--- config.mk ---
export PLATFORM = sky130hd
export DESIGN_NAME = gpio_irq_top
export DESIGN_NICKNAME = d
export VERILOG_FILES = /design/src/rtl/gpio_irq_pkg.sv /design/src/rtl/gpio_irq_line.sv /design/src/rtl/gpio_irq_regs.sv /design/src/rtl/gpio_irq_top.sv
export SDC_FILE = /design/constraint.sdc
export NUM_CORES = 1
export LEC_CHECK = 0
export ABC_AREA = 1
export BUFFER_PORTS_ARGS = -buffer_cell sky130_fd_sc_hd__buf_2
export CORE_AREA = 2 2 122 124
export DETAILED_ROUTE_END_ITERATION = 12
export DIE_AREA = 0 0 124 126
export GPL_TIMING_DRIVEN = 0
export PLACE_DENSITY = 0.67
export SYNTH_ARGS = -nofsm -noshare
export SYNTH_HDL_FRONTEND = slang
export SYNTH_SLANG_ARGS = --single-unit
export TNS_END_PERCENT = 50
--- constraint.sdc ---
create_clock -name clk -period 11.55 [get_ports clk]
set_input_delay 2.31 -clock clk [delete_from_list [all_inputs] [get_ports clk]]
set_output_delay 2.31 -clock clk [all_outputs]
set_load 0.05 [all_outputs]
--- src/rtl/gpio_irq_pkg.sv ---
package gpio_irq_pkg;

  typedef enum logic [1:0] {
    EV_LEVEL = 2'd0,
    EV_RISE  = 2'd1,
    EV_FALL  = 2'd2,
    EV_ANY   = 2'd3
  } ev_kind_e;

  typedef enum logic [2:0] {
    BK_PORT  = 3'd0,
    BK_RAW   = 3'd1,
    BK_MASK  = 3'd2,
    BK_HOLD  = 3'd3,
    BK_PEND  = 3'd4,
    BK_CLR   = 3'd5,
    BK_EVSEL = 3'd6,
    BK_RSVD  = 3'd7
  } bank_e;

endpackage

--- src/rtl/gpio_irq_line.sv ---
module gpio_irq_line
  import gpio_irq_pkg::*;
(
  input  logic     clk,
  input  logic     rst_n,
  input  logic     pin,
  input  ev_kind_e ev_sel,
  input  logic     mask_en,
  input  logic     hold_en,
  input  logic     clr_req,
  output logic     pend,
  output logic     cap
);

  logic prev_q, pend_q, cap_q;
  logic pend_d, cap_d;
  logic hit, hit_en, drop;

  // event detection against the previous-clock pin value
  always_comb begin
    unique case (ev_sel)
      EV_LEVEL: hit = pin;
      EV_RISE:  hit = pin & ~prev_q;
      EV_FALL:  hit = ~pin & prev_q;
      default:  hit = pin ^ prev_q;
    endcase
    hit_en = hit & mask_en;
    // unheld lines drop when the pin leaves the captured event level
    drop   = clr_req | (~hold_en & pend_q & (pin != cap_q));
  end

  always_comb begin
    pend_d = pend_q;
    cap_d  = cap_q;
    if (drop) begin
      pend_d = 1'b0;
    end
    if (hit_en) begin
      pend_d = 1'b1;
      cap_d  = pin;
    end else if (!pend_q) begin
      cap_d  = pin;
    end
  end

  always_ff @(posedge clk or negedge rst_n) begin
    if (!rst_n) begin
      prev_q <= 1'b0;
      pend_q <= 1'b0;
      cap_q  <= 1'b0;
    end else begin
      prev_q <= pin;
      pend_q <= pend_d;
      cap_q  <= cap_d;
    end
  end

  assign pend = pend_q;
  assign cap  = cap_q;

endmodule

--- src/rtl/gpio_irq_regs.sv ---
module gpio_irq_regs
  import gpio_irq_pkg::*;
#(
  parameter int NUM_LINES = 16,
  parameter int ADDR_W    = 8
) (
  input  logic                   clk,
  input  logic                   rst_n,
  input  logic                   wr_en,
  input  logic                   rd_en,
  input  logic [ADDR_W-1:0]      addr,
  input  logic [7:0]             wdata,
  input  logic [NUM_LINES-1:0]   pins,
  input  logic [NUM_LINES-1:0]   pend,
  input  logic [NUM_LINES-1:0]   cap,
  output logic [NUM_LINES-1:0]   mask_vec,
  output logic [NUM_LINES-1:0]   hold_vec,
  output logic [2*NUM_LINES-1:0] ev_vec,
  output logic [NUM_LINES-1:0]   clr_vec,
  output logic                   port_rd_clr,
  output logic [7:0]             rdata
);

  localparam int NPORT = (NUM_LINES + 7) / 8;
  localparam int IDXW  = $clog2(NPORT) + 1;
  localparam int PAD   = NPORT * 8;
  localparam int EVW   = 2 * PAD;
  localparam int NEVB  = 2 * NPORT;
  localparam logic [PAD-1:0] LINE_OK = PAD'({NUM_LINES{1'b1}});
  localparam logic [EVW-1:0] EV_OK   = EVW'({2*NUM_LINES{1'b1}});

  logic [PAD-1:0] mask_q, mask_d;
  logic [PAD-1:0] hold_q, hold_d;
  logic [EVW-1:0] ev_q, ev_d;
  logic [PAD-1:0] clr_pad;
  logic [7:0]     rdata_q, rdata_d;
  logic [PAD-1:0] pin_pad, pend_pad, cap_pad;

  logic            addr_ok;
  bank_e           bank;
  logic [IDXW-1:0] idx;
  logic            port_ok;

  assign pin_pad  = PAD'(pins);
  assign pend_pad = PAD'(pend);
  assign cap_pad  = PAD'(cap);

  // address decode
  always_comb begin
    addr_ok = ((addr >> (IDXW + 3)) == '0);
    bank    = bank_e'(addr[IDXW+2:IDXW]);
    idx     = addr[IDXW-1:0];
    port_ok = (idx < IDXW'(NPORT));
  end

  // configuration next state and per-line clear pulses
  always_comb begin
    mask_d  = mask_q;
    hold_d  = hold_q;
    ev_d    = ev_q;
    clr_pad = '0;
    if (wr_en && addr_ok) begin
      for (int p = 0; p < NPORT; p++) begin
        if (idx == IDXW'(p)) begin
          unique case (bank)
            BK_MASK: mask_d[p*8 +: 8]  = wdata & LINE_OK[p*8 +: 8];
            BK_HOLD: hold_d[p*8 +: 8]  = wdata & LINE_OK[p*8 +: 8];
            BK_CLR:  clr_pad[p*8 +: 8] = wdata & LINE_OK[p*8 +: 8];
            default: ;
          endcase
        end
      end
      for (int b = 0; b < NEVB; b++) begin
        if (bank == BK_EVSEL && idx == IDXW'(b)) begin
          ev_d[b*8 +: 8] = wdata & EV_OK[b*8 +: 8];
        end
      end
    end
  end

  assign port_rd_clr = rd_en & addr_ok & (bank == BK_PORT) & port_ok;

  // read mux
  always_comb begin
    rdata_d = 8'h00;
    if (addr_ok) begin
      for (int p = 0; p < NPORT; p++) begin
        if (idx == IDXW'(p)) begin
          unique case (bank)
            BK_PORT: rdata_d = cap_pad[p*8 +: 8];
            BK_RAW:  rdata_d = pin_pad[p*8 +: 8];
            BK_MASK: rdata_d = mask_q[p*8 +: 8];
            BK_HOLD: rdata_d = hold_q[p*8 +: 8];
            BK_PEND: rdata_d = pend_pad[p*8 +: 8];
            default: ;
          endcase
        end
      end
      for (int b = 0; b < NEVB; b++) begin
        if (bank == BK_EVSEL && idx == IDXW'(b)) begin
          rdata_d = ev_q[b*8 +: 8];
        end
      end
    end
  end

  always_ff @(posedge clk or negedge rst_n) begin
    if (!rst_n) begin
      mask_q  <= '0;
      hold_q  <= '0;
      ev_q    <= '0;
      rdata_q <= '0;
    end else begin
      if (wr_en) begin
        mask_q <= mask_d;
        hold_q <= hold_d;
        ev_q   <= ev_d;
      end
      if (rd_en) begin
        rdata_q <= rdata_d;
      end
    end
  end

  assign mask_vec = mask_q[NUM_LINES-1:0];
  assign hold_vec = hold_q[NUM_LINES-1:0];
  assign ev_vec   = ev_q[2*NUM_LINES-1:0];
  assign clr_vec  = clr_pad[NUM_LINES-1:0];
  assign rdata    = rdata_q;

endmodule

--- src/rtl/gpio_irq_top.sv ---
module gpio_irq_top
  import gpio_irq_pkg::*;
#(
  parameter int NUM_LINES = 16,
  parameter int ADDR_W    = 8
) (
  input  logic                 clk,
  input  logic                 rst_n,
  input  logic [NUM_LINES-1:0] pins,
  input  logic                 wr_en,
  input  logic                 rd_en,
  input  logic [ADDR_W-1:0]    addr,
  input  logic [7:0]           wdata,
  output logic [7:0]           rdata,
  output logic                 irq_n
);

  logic                   rst_meta_q, rst_sync_n;
  logic [NUM_LINES-1:0]   mask_vec, hold_vec, clr_vec, pend_vec, cap_vec;
  logic [2*NUM_LINES-1:0] ev_vec;
  logic                   port_rd_clr;
  logic                   irq_n_q, irq_n_d;

  // reset: asserted asynchronously, released on the clock
  always_ff @(posedge clk or negedge rst_n) begin
    if (!rst_n) begin
      rst_meta_q <= 1'b0;
      rst_sync_n <= 1'b0;
    end else begin
      rst_meta_q <= 1'b1;
      rst_sync_n <= rst_meta_q;
    end
  end

  gpio_irq_regs #(
    .NUM_LINES (NUM_LINES),
    .ADDR_W    (ADDR_W)
  ) u_regs (
    .clk         (clk),
    .rst_n       (rst_sync_n),
    .wr_en       (wr_en),
    .rd_en       (rd_en),
    .addr        (addr),
    .wdata       (wdata),
    .pins        (pins),
    .pend        (pend_vec),
    .cap         (cap_vec),
    .mask_vec    (mask_vec),
    .hold_vec    (hold_vec),
    .ev_vec      (ev_vec),
    .clr_vec     (clr_vec),
    .port_rd_clr (port_rd_clr),
    .rdata       (rdata)
  );

  for (genvar i = 0; i < NUM_LINES; i++) begin : g_line
    gpio_irq_line u_line (
      .clk     (clk),
      .rst_n   (rst_sync_n),
      .pin     (pins[i]),
      .ev_sel  (ev_kind_e'(ev_vec[2*i +: 2])),
      .mask_en (mask_vec[i]),
      .hold_en (hold_vec[i]),
      .clr_req (clr_vec[i] | port_rd_clr),
      .pend    (pend_vec[i]),
      .cap     (cap_vec[i])
    );
  end

  always_comb begin
    irq_n_d = ~|(pend_vec & mask_vec);
  end

  always_ff @(posedge clk or negedge rst_sync_n) begin
    if (!rst_sync_n) begin
      irq_n_q <= 1'b1;
    end else begin
      irq_n_q <= irq_n_d;
    end
  end

  assign irq_n = irq_n_q;

endmodule

=== Word-level counts from Yosys, hierarchy flattened ===
Cells that the tools add are included.

* Register bits: 123
* Bits of input ports: 36
* Output and inout port bits: 9
* Logic and storage cells: 457

* $lt $le $gt $ge: 1
* Eq/ne operators: 73
* Mux-type cells: 93
* Bitwise logic cells: 180
* Reduce and logical (&&, ||, !) cells: 50

{| class="wikitable"
|+ Operators by type and width
! kind !! count
|-
| 1-bit bitwise AND || 83
|-
| 8-bit 2-to-1 mux || 10
|-
| 8-bit case mux with 5 select lines || 2
|-
| 1-bit 2-to-1 mux || 64
|-
| 1-bit NOT || 48
|-
| 1-bit case mux with 3 select lines || 16
|-
| 2-bit equality test, second input constant || 18
|-
| 2-bit by 1-bit equality test with 1-bit output, second input constant || 17
|-
| 2-bit zero test || 17
|-
| 2-bit != test, second input constant || 16
|-
| 1-bit bitwise OR || 32
|-
| 2-bit nonzero test || 16
|-
| 16-bit bitwise AND || 1
|-
| 16-bit 2-to-1 mux || 1
|-
| 1-bit != test || 16
|-
| 4-bit AND reduction || 4
|-
| 16-bit OR reduction || 1
|-
| 1-bit XOR || 16
|-
| 3-bit AND reduction || 4
|-
| 3-bit equality test, second input constant || 3
|-
| 8-bit zero test || 1
|-
| 3-bit by 2-bit equality test with 1-bit output, second input constant || 2
|-
| 1-bit logical AND || 5
|-
| 3-bit by 1-bit equality test with 1-bit output, second input constant || 1
|-
| other kinds (3) || 3
|}

=== Longest topological paths before layout ===
Gate-level depths: netlist (run 1).

* Depth in word-level cells: 10
* Mapped depth: 15

=== Cells and area by module ===
A second synthesis (run 1) with hierarchy kept.

* Cells, all modules: 1,015
* Area, all modules: 7,378.3 um^2

{| class="wikitable"
|+ Modules (own cells, without submodules)
! module !! instances !! cells each !! area an instance (um^2) !! sequential area each (um^2)
|-
| gpio_irq_regs || 1 || 531 || 3,987.6 || 1,801.7
|-
| gpio_irq_line || 16 || 27 || 192.7 || 75.1
|-
| gpio_irq_top || 1 || 52 || 307.8 || 76.3
|}

=== Least setup slack after synthesis (run 1) ===
OpenSTA, ideal clock, no wires.

* Path kind: input-to-reg
* From: input port addr[2]
* To: register g_line[1].u_line.pend_q
* Setup time: 124 ps
* Arrival time: 3,326 ps
* Required time: 11,426 ps
* Setup slack: 8,100 ps
* Stages on the path: 7
* Buffers on the path: 1
* Cells stage by stage: buf_6 > nor2_2 > nand2_1 > nor3_4 > inv_2 > o211ai_1 > nand2_1

* Longest elaborated chain between the ends: 7
* Elaborated cells on any way between the ends: 10
* Classes of those cells: eq/ne: 1; mux: 3; bitwise: 4; reduce/logical: 2

{| class="wikitable"
|+ RTL lines
! what !! line !! source
|-
| start: declaration || gpio_irq_top.sv:12 || <nowiki>input logic [ADDR_W-1:0] addr,</nowiki>
|-
| 3-bit equality test || gpio_irq_regs.sv:65 || <nowiki>unique case (bank)</nowiki>
|-
| 8-bit 2-to-1 mux || gpio_irq_regs.sv:65 ||
|-
| 8-bit 2-to-1 mux || gpio_irq_regs.sv:64 || <nowiki>if (idx == IDXW'(p)) begin</nowiki>
|-
| 16-bit 2-to-1 mux || gpio_irq_regs.sv:62 || <nowiki>if (wr_en && addr_ok) begin</nowiki>
|-
| 1-bit bitwise OR (*) || gpio_irq_top.sv:64 || <nowiki>.clr_req (clr_vec[i] | port_rd_clr),</nowiki>
|-
| 1-bit bitwise OR (*) || gpio_irq_line.sv:29 || <nowiki>drop = clr_req | (~hold_en & pend_q & (pin != cap_q));</nowiki>
|-
| 2-bit nonzero test (no line) (*) || -- ||
|-
| end signal: assignment || gpio_irq_line.sv:53 || <nowiki>pend_q <= pend_d;</nowiki>
|-
| end: declaration || gpio_irq_line.sv:15 || <nowiki>logic prev_q, pend_q, cap_q;</nowiki>
|}

Mark *: on every way between the ends. The rest lies on a longest branch, timed or not.
A chain may end at the register's enable or synchronous reset.

=== Final worst setup path (run 1) ===
* From: input port addr[3]
* To: register g_line[1].u_line.pend_q

The elaborated chain is that of the path after synthesis.

==> impl_summary.txt, run 1 <==
----------------------------------------------------
[STA]
  Final worst path period need ... 3820 ps
  Finish-stage setup viols ... 0
  Final setup TNS ... 0 ps
  RSZ-0062 raised after global routing ... false
  Endpoints failing hold ... 0
  Slew HR ... 46.9%
  Final clock skew ... 6.59 ps
  Final-report max-slew violation count ... 0
  Peak clock frequency supported by timing ... 262 MHz
  Hold WS ... 350 ps
  Worst slew pin tran ... 797 ps
  Share of the cycle needed by the critical path after routing ... 33.1%

[Floorplanning]
  Number of placement rows ... 44
  Core Region ... 14300 sq um
  Die Height ... 126 microns
  Die outline area ... ~16000 sq um
  Starting density of the core ... 48.8%
  Die outline width ... 124 microns
  Top-level I/O count ... 45

[Layout]
  Layout area overhead ... 15.4%
  Layout Nets ... 1037
  Proportion of layout cells with a drive suffix above 1 ... 13.5%
  Antenna diode instance count ... 0

[CTS]
  CTS tree ... done
  Number of buffers inserted during clock tree synthesis ... 17
  Clk sink count ... 123
  Gates resized, CTS repair ... 0
  Number of buffers inserted by hold repair at cts ... 0
  H-tree level count ... 4
  Post-CTS setup repair buffer count ... 0
  CTS max path bufs ... 2
  Clock latency on the worst-skew pair ... 420 ps
  Clock transition at the registers of the reported paths ... 60 ps
  CTS root buffer ... clkbuf_16

[Setup path]
  Worst stage delay on the critical path ... 650 ps
  FF-to-FF End ... g_line[13].u_line.cap$_DFFE_PN0P_
  CP arrival ... 4120 ps
  Worst-path maximum fanout ... 10
  R2r worst-path depth ... 7
  Origin of the critical flop-to-flop path ... g_line[13].u_line.prev_q$_DFF_PN0_
  Endpoint required time on the critical path ... 11850 ps
  Cell with the most instances on the worst path ... nand2_1
  Crit. End Element ... flip-flop
  Reg2reg setup slack ... approximately 10000 ps
  CP startpoint kind ... input pin
  Cell at the slowest stage of the critical path ... nor3_4
  CP Cell Sequence ... buf_2, nor2_2, nand2_1, nor3_4, inv_2, o211ai_1, nand2_1
  Critical setup path kind ... input pin to flip-flop

[Global route]
  First-pass GRT wire length ... 32.5 mm
  Number of global-route vias before repair ... 6076
  GR Util All Layers ... 27.8%
  Global route total overflow ... 0
  Pin count of the biggest net entering global routing ... 65
  Antenna violations before repair ... 0

[Synth]
  Top cells by area in the synthesized netlist ... dfrtp_1 (44%), nand2_1 (14%), o21ai_0 (8.7%), inv_1 (6.1%), ha_1 (5.7%)
  Most common cell in the netlist ... nand2_1
  Library cell occupying the most area in the post-synthesis netlist ... dfrtp_1
  Area fraction of the dominant cell type after synthesis ... 43.7%
  Most common library cells after synthesis ... nand2_1 (263), dfrtp_1 (122), o21ai_0 (121), inv_1 (113), a21oi_1 (65)
  Main flop type after synthesis ... dfrtp_1
  Number of flops mapped to enable cells by yosys ... 0
  Register bit count reported by yosys ... around 120
  Synthesized instance count ... approximately 910
  Seq/Total Area, Yosys ... around 44%
  Post-synthesis cell area ... 6990 sq um
  Async S/R FF share, synth ... between 90% and 100%
  Nets in the synthesized netlist ... 975
  Synth unique cells ... 38
  Yosys warning count ... 0
  Syn avg cell area ... 7.70 sq um

[Power and ir drop]
  Sequential power share ... 42.0%
  Sw Share ... 25.8%
  Switch Pwr ... 0.000294 W
  Cell internal power dissipation ... between 0.0008 and 0.0009 W
  Clock network fraction of design power ... between 40% and 50%
  Worst ir drop on vdd ... 0.120 mV
  Proportion of power drawn by combinational gates ... a little under a tenth
  Power per Cell Area ... 141 nW/um^2
  Static power due to leakage ... 3.95 nW

[Drt]
  Count of vias placed by the detailed router ... approximately 6.5k
  Number of DRC violations after detailed-routing iteration 0 ... 692
  Detail Route Antenna Nets ... 0
  Detail Route met2 WL ... 9.00 mm
  Met3 Wirelength ... between 1.5 and 2 mm
  Average routed wire per standard cell ... roughly 18 microns
  Total wire length ... just over 20 mm
  Highest metal layer with signal wires ... met4
  Avg Vias per Cell ... 5.54
  Remaining routing DRC violations ... 0
  First-pass detailed-route iteration total ... 8
  Metal-1 WL ... 9.17 mm

[Outcome]
  Outcome ... finished clean

[Job]
  Number of maximum-capacitance constraint violations ... 0

[Hold path]
  Hold wc startpoint ... rst_meta_q$_DFF_PN0_
  Worst hold path type ... flip-flop to flip-flop
  Count of cells along the worst hold path ... 0
  Min-Delay Endpoint ... rst_sync_n$_DFF_PN0_

[Placed design]
  Final RePlAce weighted congestion ... 0.941
  Port buffer count ... 42
  HPWL Detailed ... 14.7 mm

----------------------------------------------------
state kept, by name, indices dropped and copies added, names as in the netlist:
name and cells:
u_regs.ev_vec 32, rst_sync_n 1, g_line.u_line.pend 16, g_line.u_line.prev_q 16, u_regs.mask_vec 16, irq_n 1
rst_meta_q 1, g_line.u_line.cap 16, u_regs.hold_vec 16, u_regs.rdata 8
through the flow:
step	setup WS [ps]	total power [W]	area (sq um)	cells	utilization, %
floorplan	7870	0.000547	6990	907	-
global placement	6320	0.000586	7430	1133	51.9
detailed placement	7410	0.000591	7460	1134	52.1
CTS	7830	0.00114	8070	1166	56.3
global route	7720	0.00118	8070	1166	56.3
finish	7730	0.00114	8070	1166	56.3
metal layers:
layer | GRT usage [%] | vias up
met5 | 0 | -
met1 | 39.9 | 3046
li1 | - | 3088
met3 | 5.80 | 49
met4 | 10.5 | 0
met2 | 41.5 | 281
critical path: cells and delay by family:
kind,cells,cell delay [ps]
AO/OA/AOI/OAI,1,180
AND/OR/NAND/NOR,4,1240
buffers and inverters,2,390
power groups by stage:
stage	Combinational [W]	Sequential, W	Clock, W
6_report	0.000108	0.000478	0.000553
5_1_grt	0.000123	0.000481	0.000579
4_1_cts	0.000107	0.000477	0.000557
3_5_place_dp	0.000106	0.000484	0
3_3_place_gp	0.0000983	0.000488	0
2_1_floorplan	0.0000652	0.000482	0
worst max-delay path by stage:
stage	slack, ps	from	cells past startpoint	to
floorplan	7870	rst_sync_n$_DFF_PN0_	0	g_line[0].u_line.cap$_DFFE_PN0P_
global placement	6320	rst_sync_n$_DFF_PN0_	0	u_regs.hold_vec[2]$_DFFE_PN0P_
detailed placement	7410	addr[3]	7	g_line[1].u_line.pend$_DFFE_PN0P_
CTS	7830	addr[3]	7	g_line[1].u_line.pend$_DFFE_PN0P_
global route	7720	addr[3]	7	g_line[1].u_line.pend$_DFFE_PN0P_
finish	7730	addr[3]	7	g_line[1].u_line.pend$_DFFE_PN0P_
layout make-up:
type / count / area, sq um
inverters: 123 / 474
clock buffers: 17 / 425
fillers: 1391 / 6250
multi-input cells: 644 / 3280
well taps: 184 / 230
flip-flops and latches: 123 / 3080
repair buffers: 43 / 238
plain buffers: 17 / 151
clock inverters: 15 / 180
cell usage in the layout (no fill, tap or decap), drive strengths merged, types with 10 or more instances in the layout:
cell type	count
nand4	11
nor2	60
nand3	18
buf	60
a21oi	66
clkbuf	17
dfrtp	122
inv	122
a31oi	10
clkinv	10
o21ai	137
nand2	275
ha	32
cell families (layout without fill, tap and decap cells):
family / after synthesis / count (layout) / share of synthesized area, %
and+or+nand+nor: 373 / 373 / 22.9
AOI/OAI and AO/OA: 238 / 238 / 18.3
buffers and inverters: 140 / 215 / 8.95
DFF: 123 / 123 / 44.1
adders and majority gates: 32 / 32 / 5.73
other: 1 / 1 / 0.0537
(Power assumes the default switching activity.)
==> inputs of run 2 (changes only) <==
--- a/config.mk
+++ b/config.mk
@@ -11,7 +11,7 @@
 export DETAILED_ROUTE_END_ITERATION = 12
 export DIE_AREA = 0 0 124 126
 export GPL_TIMING_DRIVEN = 0
-export PLACE_DENSITY = 0.67
+export PLACE_DENSITY = 0.69
 export SYNTH_ARGS = -nofsm -noshare
 export SYNTH_HDL_FRONTEND = slang
 export SYNTH_SLANG_ARGS = --single-unit
==> constraint.sdc (replaced) <==
create_clock -name clk -period 3.5 [get_ports clk]
set_input_delay 0.7 -clock clk [delete_from_list [all_inputs] [get_ports clk]]
set_output_delay 0.7 -clock clk [all_outputs]
set_load 0.05 [all_outputs]
==> run 2 against run 1 <==
Net effect: critical path depth stayed put; total power grew to 3.2 times the previous value; utilization is 0.34 points lower; clock skew is 4.6 ps higher; die area stayed put; worst hold slack worse by 300 ps; clock-buffer cell count is 7 higher; sequential power grew to 3.3 times the previous value; combinational power grew to 3.3 times the previous value.
==> impl_summary.txt, run 2 (same netlist as run 1, synthesis figures left out) <==
----------------------------------------------------
[Outcome]
  Outcome ... finished clean

[Global route]
  GR Util All Layers ... 27.2%
  Pin count of the biggest net entering global routing ... 69
  First-pass GRT wire length ... 31.7 mm
  Antenna violations before repair ... 0
  Number of global-route vias before repair ... roughly 6k
  Global route total overflow ... 0

[Setup path]
  Endpoint required time on the critical path ... about 3800 ps
  CP arrival ... 2450 ps
  CP startpoint kind ... input pin
  Beginning of the critical path ... addr[3]
  Origin of the critical flop-to-flop path ... g_line[13].u_line.prev_q$_DFF_PN0_
  Critical setup path kind ... input pin to flip-flop
  Crit. End Element ... flip-flop
  Worst-path maximum fanout ... 10

[STA]
  Endpoints failing hold ... 0
  Final clock skew ... 11.2 ps
  Final worst path period need ... 2150 ps
  Worst slew pin tran ... 740 ps
  Final-report max-slew violation count ... 0
  Finish-stage setup viols ... 0
  Peak clock frequency supported by timing ... 465 MHz
  Slew HR ... 50.7%
  Final setup TNS ... 0 ps
  RSZ-0062 raised after global routing ... false
  Share of the cycle needed by the critical path after routing ... between 60% and 70%

[Floorplanning]
  Top-level I/O count ... 45
  Core Region ... 14300 sq um
  Die outline area ... 15600 sq um
  Die outline width ... between 100 and 150 microns
  Starting density of the core ... approximately 49%
  Number of placement rows ... 44
  Die Height ... 126 microns

[Power and ir drop]
  Sequential power share ... between 40% and 50%
  Switch Pwr ... around 0.00095 W
  Static power due to leakage ... between 3 and 4 nW
  Worst ir drop on vdd ... 0.331 mV
  Power per Cell Area ... 450 nW/um^2
  Clock network fraction of design power ... between 40% and 50%
  Proportion of power drawn by combinational gates ... 9.9%
  Cell internal power dissipation ... between 0.002 and 0.003 W
  Sw Share ... between 20% and 30%
  PnR Total Power ... 0.00361 W

[Layout]
  Fill cell count ... 1368
  Multi-input logic area ... 3280 sq um
  Antenna diode instance count ... 0
  Commonest cells after routing, fill and taps aside ... nand2_1 (263), o21ai_0 (121), dfrtp_1 (121)
  Most common cell after layout, fill and taps aside ... nand2_1
  Flip-flop count of the largest register, all copies and words added ... 32
  Layout area overhead ... 14.7%
  Final Instance Count excl. Fillers ... around 1.2k
  Layout Nets ... 1037
  Proportion of layout cells with a drive suffix above 1 ... 13.1%
  Sequential cell area ... 3080 sq um

[Drt]
  Avg Vias per Cell ... 5.53
  Remaining routing DRC violations ... 0
  Number of DRC violations after detailed-routing iteration 0 ... 655
  Average routed wire per standard cell ... 17.2 microns
  Detail Route Antenna Nets ... 0
  Total wire length ... 20.0 mm
  First-pass detailed-route iteration total ... 7
  Count of vias placed by the detailed router ... 6438

[CTS]
  Clk sink count ... 123
  CTS max path bufs ... 2
  Number of buffers inserted during clock tree synthesis ... 17
  CTS root buffer ... clkbuf_16
  Post-CTS setup repair buffer count ... 0
  Gates resized, CTS repair ... 0
  Clock transition at the registers of the reported paths ... 50 ps
  Clock latency on the worst-skew pair ... 430 ps
  H-tree level count ... 4
  CTS tree ... done
  Number of buffers inserted by hold repair at cts ... 0

[Hold path]
  Worst hold path type ... input pin to async pin

[Placed design]
  HPWL Detailed ... 14.5 mm
  Placed instance count ... 1134
  Final RePlAce weighted congestion ... 0.952
  Port buffer count ... between 40 and 50

[Job]
  Number of maximum-capacitance constraint violations ... 0

----------------------------------------------------
## run 2: area by class of cell
type,count,share of cell area (%)
clock buffer,24,6.13
multi-input combinational,644,41.0
tap,184,2.87
sequential,123,38.5
inverter,123,5.92
clock inverter,7,0.812
buffer,17,1.89
timing repair buffer,43,2.97
## run 2: worst paths after layout
check	to	slack (ps)	cells after the start
max	g_line[1].u_line.pend$_DFFE_PN0P_	1350	7
min	rst_sync_n$_DFF_PN0_	50	1
max reg2reg	g_line[13].u_line.cap$_DFFE_PN0P_	1940	7
min reg2reg	rst_sync_n$_DFF_PN0_	350	0
max in group asynchronous	irq_n$_DFF_PN1_	2250	1
min in group clk	rst_sync_n$_DFF_PN0_	350	0
## run 2: critical path: stages
cell and delay, ps:
buf_2 120, nor2_2 250, nand2_1 250, nor3_4 610, inv_2 250, o211ai_1 180, nand2_1 70
## run 2: per-layer routing
| metal | GRT usage, % | vias to the layer above | part of all wire [%] |
|---|---|---|---|
| li1 | - | 3099 | - |
| met1 | 38.5 | 3020 | 45 |
| met2 | 39.9 | 266 | 44 |
| met3 | 6.48 | 53 | 7.8 |
| met4 | 11.5 | 0 | 3.5 |
| met5 | 0 | - | 0 |
## run 2: power groups by stage
stage | Sequential (W) | Clock (W) | Combinational [W]
2_1_floorplan | 0.00159 | 0 | 0.000215
3_3_place_gp | 0.00161 | 0 | 0.000322
3_5_place_dp | 0.00160 | 0 | 0.000351
4_1_cts | 0.00157 | 0.00169 | 0.000354
5_1_grt | 0.00159 | 0.00176 | 0.000404
6_report | 0.00158 | 0.00167 | 0.000356
## run 2: per-stage QoR
step	area, sq um	util [%]	hold WS (ps)	setup WS, ps
after global routing	8020	56.0	42.2	1320
after global placement	7430	51.9	335	607
final	8020	56.0	46.2	1350
after CTS	8020	56.0	35.8	1410
after detailed placement	7460	52.1	340	976
after floorplan	6990	-	331	1450
